===== config.mk =====
export PLATFORM = sky130hd
export DESIGN_NAME = irq_code_enc
export DESIGN_NICKNAME = d
export VERILOG_FILES = /design/src/rtl/irq_enc_pkg.sv /design/src/rtl/irq_lvl_enc.sv /design/src/rtl/irq_periph_prio.sv /design/src/rtl/irq_accept_ctl.sv /design/src/rtl/irq_code_enc.sv
export SDC_FILE = /design/constraint.sdc
export NUM_CORES = 1
export LEC_CHECK = 0
export BUFFER_PORTS_ARGS = -buffer_cell sky130_fd_sc_hd__buf_2
export CORE_ASPECT_RATIO = 1.4
export CORE_MARGIN = 5
export CORE_UTILIZATION = 28
export DETAILED_ROUTE_END_ITERATION = 8
export GPL_ROUTABILITY_DRIVEN = 0
export GPL_TIMING_DRIVEN = 0
export SLEW_MARGIN = 25
export SYNTH_ARGS = -nofsm -noshare
export SYNTH_HDL_FRONTEND = slang
export SYNTH_SLANG_ARGS = --single-unit

===== constraint.sdc =====
create_clock -name clk_i -period 1.91 [get_ports clk_i]
set_input_delay 0.382 -clock clk_i [delete_from_list [all_inputs] [get_ports clk_i]]
set_output_delay 0.382 -clock clk_i [all_outputs]
set_load 0.1 [all_outputs]

===== src/rtl/irq_enc_pkg.sv =====
package irq_enc_pkg;
  parameter int unsigned CODE_W = 12;
  typedef logic [CODE_W-1:0] code_t;

  localparam code_t EXT_BASE    = 12'h200;
  localparam code_t PERIPH_BASE = 12'h400;
  localparam int unsigned STEP_SH = 5;  // codes are 0x20 apart

  typedef struct packed {
    logic  vld;
    code_t code;
  } req_t;
endpackage


===== src/rtl/irq_lvl_enc.sv =====
module irq_lvl_enc
  import irq_enc_pkg::*;
#(
  parameter int unsigned LVL_W = 4
) (
  input  logic [LVL_W-1:0] lvl_i,
  output req_t             req_o
);
  localparam logic [LVL_W-1:0] NONE = '1;

  always_comb begin
    req_o.vld  = (lvl_i != NONE);
    req_o.code = EXT_BASE + (code_t'(lvl_i) << STEP_SH);
  end
endmodule


===== src/rtl/irq_periph_prio.sv =====
module irq_periph_prio
  import irq_enc_pkg::*;
#(
  parameter int unsigned N = 14
) (
  input  logic [N-1:0] req_i,
  output req_t         req_o
);
  logic [N:0]   seen;
  logic [N-1:0] grant;

  assign seen[0] = 1'b0;
  for (genvar i = 0; i < N; i++) begin : g_chain
    assign grant[i]  = req_i[i] & ~seen[i];
    assign seen[i+1] = seen[i] | req_i[i];
  end

  always_comb begin
    req_o.vld  = seen[N];
    req_o.code = '0;
    for (int i = 0; i < N; i++) begin
      if (grant[i]) req_o.code = req_o.code | (PERIPH_BASE + (code_t'(i) << STEP_SH));
    end
  end
endmodule


===== src/rtl/irq_accept_ctl.sv =====
module irq_accept_ctl
  import irq_enc_pkg::*;
(
  input  logic  clk_i,
  input  logic  rst_ni,
  input  req_t  win_i,
  input  logic  blk_i,
  input  logic  gen_exc_i,
  output logic  accept_o,
  output code_t code_o,
  output logic  pending_o,
  output logic  redirect_o
);
  logic  last_vld_q;
  code_t last_code_q;
  logic  take;

  // re-accept only when the winner changes or the line went idle
  assign take = win_i.vld & ~blk_i & ~(last_vld_q & (last_code_q == win_i.code));

  always_ff @(posedge clk_i or negedge rst_ni) begin
    if (!rst_ni) begin
      accept_o    <= 1'b0;
      code_o      <= '0;
      pending_o   <= 1'b0;
      redirect_o  <= 1'b0;
      last_vld_q  <= 1'b0;
      last_code_q <= '0;
    end else begin
      accept_o    <= take;
      pending_o   <= win_i.vld & blk_i;
      redirect_o  <= gen_exc_i & blk_i;
      last_vld_q  <= win_i.vld & ~blk_i;
      last_code_q <= win_i.code;
      if (take) code_o <= win_i.code;
    end
  end
endmodule


===== src/rtl/irq_code_enc.sv =====
module irq_code_enc
  import irq_enc_pkg::*;
#(
  parameter int unsigned LVL_W     = 4,
  parameter int unsigned N_PERIPH  = 14,
  parameter logic [31:0] RESET_VEC = 32'hA000_0000
) (
  input  logic                clk_i,
  input  logic                rst_ni,
  input  logic [LVL_W-1:0]    ext_lvl_i,
  input  logic [N_PERIPH-1:0] periph_req_i,
  input  logic                blk_i,
  input  logic                gen_exc_i,
  output logic                accept_o,
  output logic [CODE_W-1:0]   code_o,
  output logic                pending_o,
  output logic                redirect_o,
  output logic [31:0]         redirect_addr_o
);
  req_t ext_req, per_req, win;

  irq_lvl_enc #(.LVL_W(LVL_W)) i_lvl (
    .lvl_i (ext_lvl_i),
    .req_o (ext_req)
  );

  irq_periph_prio #(.N(N_PERIPH)) i_prio (
    .req_i (periph_req_i),
    .req_o (per_req)
  );

  assign win = ext_req.vld ? ext_req : per_req;

  irq_accept_ctl i_ctl (
    .clk_i      (clk_i),
    .rst_ni     (rst_ni),
    .win_i      (win),
    .blk_i      (blk_i),
    .gen_exc_i  (gen_exc_i),
    .accept_o   (accept_o),
    .code_o     (code_o),
    .pending_o  (pending_o),
    .redirect_o (redirect_o)
  );

  assign redirect_addr_o = RESET_VEC;
endmodule


-- Word-level counts from Yosys, hierarchy flattened
Cells that the tools add are included.
- flip-flop bits (word level): 28
- word-level logic and storage cells: 70
- add/subtract/negate cells: 1
- eq/ne operators: 2
- muxes and demuxes: 15
- bitwise gates (word level): 46
- operator list (operator ; count):
    2-to-1 mux 11 bit ; 14
    bitwise AND 1 bit ; 18
    inverter 1 bit ; 15
    2-to-1 mux 13 bit ; 1
    OR 1 bit ; 13
    == test 12 bit ; 1
    adder 10 x 9 -> 11 bit, first input constant ; 1
    inequality test 4 bit, second input constant ; 1

-- Depth between registers and ports, before layout
- depth in word-level cells: 20
- gate-level depth with buffers: 7
- gate-level depth less buffers: 7

-- By module
From an unflattened synthesis, not the netlist that was laid out.
- cell total of the unflattened synthesis: 161
- area, all modules: 1796.7 um^2
- modules (own cells, without submodules) (module ; area each (um^2) ; cells each ; instances):
    irq_accept_ctl ; 1023.5 ; 62 ; 1
    irq_code_enc ; 434.2 ; 48 ; 1
    irq_periph_prio ; 235.2 ; 36 ; 1
    irq_lvl_enc ; 103.8 ; 15 ; 1

-- Worst setup path after synthesis
No wires, ideal clock.
- kind: in2reg
- from: in periph_req_i[1]
- to: reg i_ctl.code_o[10]
- required time: 1.785 ns
- buffers on the path: 0
- stages: 6
- arrival time: 2.344 ns
- setup time: 0.125 ns
- setup slack: -0.560 ns
- cells stage by stage: or4_4 a2111oi_0 o41ai_1 xor2_1 a41oi_2 mux2_2
- word-level cells in the longest chain between the ends: 20
- ends and longest elaborated chain (item ; RTL line ; RTL):
    from (decl) ; irq_code_enc.sv:11 ; input logic [N_PERIPH-1:0] periph_req_i,
    OR 1 bit ; irq_periph_prio.sv:15 ; assign seen[i+1] = seen[i] | req_i[i];
    OR 1 bit or inverter 1 bit (tied branches) ; irq_periph_prio.sv:15, irq_periph_prio.sv:14 ;
    inverter 1 bit (tied with other cells) ; irq_periph_prio.sv:14 ; assign grant[i] = req_i[i] & ~seen[i];
    bitwise AND 1 bit (tied with other cells) ; irq_periph_prio.sv:14 ;
    2-to-1 mux 11 bit (tied with other cells) (9 in a row) ; irq_periph_prio.sv:22 ; if (grant[i]) req_o.code = req_o.code | (PERIPH_BASE + (code_t'(i) << STEP_SH));
    2-to-1 mux 11 bit or bitwise AND 1 bit (tied branches) ; irq_periph_prio.sv:22, irq_periph_prio.sv:14 ;
    2-to-1 mux 11 bit ; irq_periph_prio.sv:22 ;
    2-to-1 mux 13 bit (*) ; irq_code_enc.sv:32 ; assign win = ext_req.vld ? ext_req : per_req;
    == test 12 bit ; irq_accept_ctl.sv:19 ; assign take = win_i.vld & ~blk_i & ~(last_vld_q & (last_code_q == win_i.code));
    bitwise AND 1 bit ; irq_accept_ctl.sv:19 ;
    inverter 1 bit ; irq_accept_ctl.sv:19 ;
    bitwise AND 1 bit (*) ; irq_accept_ctl.sv:19 ;
    net i_ctl.take ; irq_accept_ctl.sv:16 ; logic take;
    to (signal assigned) ; irq_accept_ctl.sv:35 ; if (take) code_o <= win_i.code;
    to (decl) ; irq_accept_ctl.sv:10 ; output code_t code_o,
Mark *: on every way through the listed nets, which the timed path passes. The rest lies on a longest branch.
A chain may end at the register's enable or synchronous reset.

-- Worst setup path in the final report
- from: in periph_req_i[7]
- to: reg i_ctl.code_o[8]
- word-level cells in the longest chain between the ends: 14
- ends and longest elaborated chain (item ; RTL line):
    OR 1 bit ; irq_periph_prio.sv:15
    OR 1 bit or inverter 1 bit (tied branches) ; irq_periph_prio.sv:15, irq_periph_prio.sv:14
    inverter 1 bit (tied with other cells) ; irq_periph_prio.sv:14
    bitwise AND 1 bit (tied with other cells) ; irq_periph_prio.sv:14
    2-to-1 mux 11 bit (tied with other cells) (3 in a row) ; irq_periph_prio.sv:22
    2-to-1 mux 11 bit or bitwise AND 1 bit (tied branches) ; irq_periph_prio.sv:22, irq_periph_prio.sv:14
    2-to-1 mux 11 bit ; irq_periph_prio.sv:22
    2-to-1 mux 13 bit (*) ; irq_code_enc.sv:32
    == test 12 bit ; irq_accept_ctl.sv:19
    bitwise AND 1 bit ; irq_accept_ctl.sv:19
    inverter 1 bit ; irq_accept_ctl.sv:19
    bitwise AND 1 bit (*) ; irq_accept_ctl.sv:19
    net i_ctl.take ; irq_accept_ctl.sv:16
Marks and branches as above.

==> results.py <==
metrics = {
    "pwr": {
        "power.density_nw_per_um2": 732.3,
        "ir_drop_mv": 0.4923,
        "power_mw": 1.383,
        "p_leak_nw": 0.9543,
    },
    "global_route": {
        "grt_first_pass_wirelength_mm": 4.181,
        "grt_use_total_pct": 9.127,
        "overflow": 0,
        "antenna_found_initial": 0,
        "grt_pass1_vias": 975,
        "grt_max_degree": 17,
    },
    "timing": {
        "report.final.slew_viol_count": 0,
        "finalClockSkew_ns": 0.002923,
        "fin_crit_sh_pct": 121.7,
        "hold_viol": 0,
        "min_period_ns": 2.325,
        "clock.fmax_mhz": 430.1,
        "setup_viol": 7,
        "final.setup.worst_slack_ns": -0.4151,
        "rsz0062_at_grt": "yes",
    },
    "logic_synthesis": {
        "synth_top_area_share_pct": 32.42,
        "ys.flop_type": "dfrtp_1",
        "syn_inst": 128,
        "synth_most_common_cell": "buf_4",
        "synth_edf_count": 0,
        "synth.distinct_cells": 44,
        "synth_area_leaders": "dfrtp_1 32%, buf_4 23%, a311oi_1 2.8%",
        "synth_common_cells": "38 x buf_4, 16 x dfrtp_1, 8 x nor2_1, 6 x inv_1, 4 x a311oi_1",
        "yosys_warnings": 0,
        "ys_seq_area_share_pct": 32.42,
        "synth_area_um2": 1235,
        "yosysTopAreaCell": "dfrtp_1",
        "avgSynthCellArea_um2": 9.648,
        "async_flop_share_pct": 100.0,
        "synth_seq_cells": 16,
    },
    "setup_path": {
        "endpoint_kind": "register",
        "cp_max_fo": 4,
        "critPathMaxStageDelay_ns": 0.57,
        "crit_chain": "buf_6 > or4_4 > a2111oi_4 > o41ai_4 > xor2_2 > a41oi_4 > mux2_4",
        "critical_path_class": "input pin to register",
        "crit_arrival_ns": 2.46,
        "start_kind": "input pin",
        "cp.required_ns": 2.05,
        "critPathSlowestCell": "or4_4",
    },
    "route": {
        "drt_iter0_drc": 18,
        "wl_per_cell_um": 10.51,
        "drcViolationCount": 0,
        "viasPerCell": 3.985,
        "vias": 1064,
        "postRouteWirelength_mm": 2.806,
        "dr.pass1.iters": 4,
        "detail-route-antenna-nets": 0,
    },
    "layout": {
        "layout.nets": 230,
        "drive_above_1_share_pct": 51.21,
        "area_growth_pct": 52.89,
        "nFillCells": 417,
        "regArea_um2": 400.4,
        "antennaDiodeCount": 0,
        "final_cells": 267,
        "multiInputGateArea_um2": 793.3,
    },
    "placement": {
        "placed_cells": 254,
        "io_buffers": 30,
        "dpl_worst_slack_ns": -0.8057,
        "dpl.hpwl_mm": 2.269,
    },
    "run_status": {
        "violations": "setup timing",
        "status": "complete, but fails checks",
    },
    "floorplanning": {
        "ios": 69,
        "dieArea_um2": 5857,
        "start_util_pct": 29.13,
        "rows": 28,
        "die_h_um": 88.58,
        "core-area_um2": 4239,
        "die_x_um": 66.13,
    },
    "worst_hold_path": {
        "worstHoldPathType": "input pin to async pin",
    },
    "clock_tree": {
        "cts_hold_buf": 0,
        "numCtsBuffers": 3,
        "path_clk_slew_ns": 0.06,
        "clockBufferDepth": 2,
        "clkSinkCount": 16,
        "clk_latency_ns": 0.25,
        "cts_tree": "built",
        "h-tree-depth": 1,
        "clockRootBuffer": "clkbuf_8",
    },
    "flow_run": {
        "maxCapViolations": 0,
    },
}
==> state kept, by name, indices dropped and copies added (netlist names) <==
name / cells
i_ctl.code_o: 6
i_ctl.last_code_q: 6
i_ctl.accept_o: 1
i_ctl.last_vld_q: 1
i_ctl.pending_o: 1
i_ctl.redirect_o: 1
==> layout make-up <==
cell class | instances | share of cell area, %
Sequential cell | 16 | 21.21
Clock buffer | 4 | 2.916
Buffer | 38 | 15.11
Timing Repair Buffer | 39 | 13.25
Inverter | 7 | 1.524
Multi-Input combinational cell | 103 | 42.01
Tap cell | 60 | 3.976
==> critical path: cells and delay by family <==
family	cells	cell delay, ns
AOI/OAI and AO/OA	3	0.87
muxes	1	0.33
buffers and inverters	1	0.09
and+or+nand+nor	1	0.57
xor gates and xnor gates	1	0.21
==> cell usage in the layout, fill, tap and decap left out, drive strengths merged, types with 2 or more instances in the layout <==
cell and instances:
o211a 2, nor2 8, nor2b 3, nor3b 2, nor4 3, mux2 3
conb 38, inv 7, o21ai 3, nor3 3, dfrtp 16, buf 77
o2111ai 2, xnor2 2, a311oi 4, clkbuf 4, and4 3, nand2 3
or4 3
==> metal layers <==
metal	vias to the layer above	part of all wire, %	global-route usage [%]
met1	472	39	9.789
met4	0	2.2	5.545
li1	541	-	-
met3	5	8.2	1.652
met5	-	0	0
met2	46	51	16.35
==> cells by family after synthesis <==
kind of cell / synth area share (%)
AOI/OAI and AO/OA: 16.72
xor gates and xnor gates: 2.128
buffers and inverters: 25.43
DFF: 32.42
muxes: 3.546
other: 0.6081
and+or+nand+nor: 19.15
==> power breakdown <==
group / internal, mW / total [mW] / switching [mW]
combinational: 0.153 / 0.709 / 0.555
sequential: 0.363 / 0.376 / 0.0137
clock: 0.183 / 0.298 / 0.115
==> worst paths after layout <==
| path | start | end | slack (ns) | cells past startpoint |
|---|---|---|---|---|
| max in group asynchronous | rst_ni | i_ctl.last_code_q[8] | 1.62 | 1 |
| min | rst_ni | i_ctl.last_code_q[9] | 0.03 | 1 |
| min in group clk_i | gen_exc_i | i_ctl.redirect_o | 0.34 | 2 |
| max reg2reg | i_ctl.last_code_q[8] | i_ctl.code_o[7] | 0.19 | 6 |
| max | periph_req_i[7] | i_ctl.code_o[8] | -0.42 | 7 |
| min reg2reg | i_ctl.code_o[8] | i_ctl.code_o[8] | 0.50 | 1 |
==> metrics by stage <==
| step | hold WS [ns] | util [%] | instance area, um^2 | setup TNS, ns |
|---|---|---|---|---|
| 6_report | 0.03142 | 44.54 | 1888 | -2.245 |
| 5_1_grt | 0.06022 | 44.54 | 1888 | -2.727 |
| 4_1_cts | 0.03653 | 42.44 | 1799 | -2.369 |
| 3_5_place_dp | 0.3159 | 38.67 | 1639 | -4.724 |
| 3_3_place_gp | 0.3149 | 38.67 | 1639 | -4.768 |
| 2_1_floorplan | 0.08641 | - | 1414 | -1.952 |
==> repair_timing <==
item                       4_1_cts  5_1_grt
gates cloned                     0        0
resized for setup               11       11
setup endpoints to repair        7        7
pin swaps                       10       13
setup buffers                    5        4
Power figures use the tool's default switching activity.
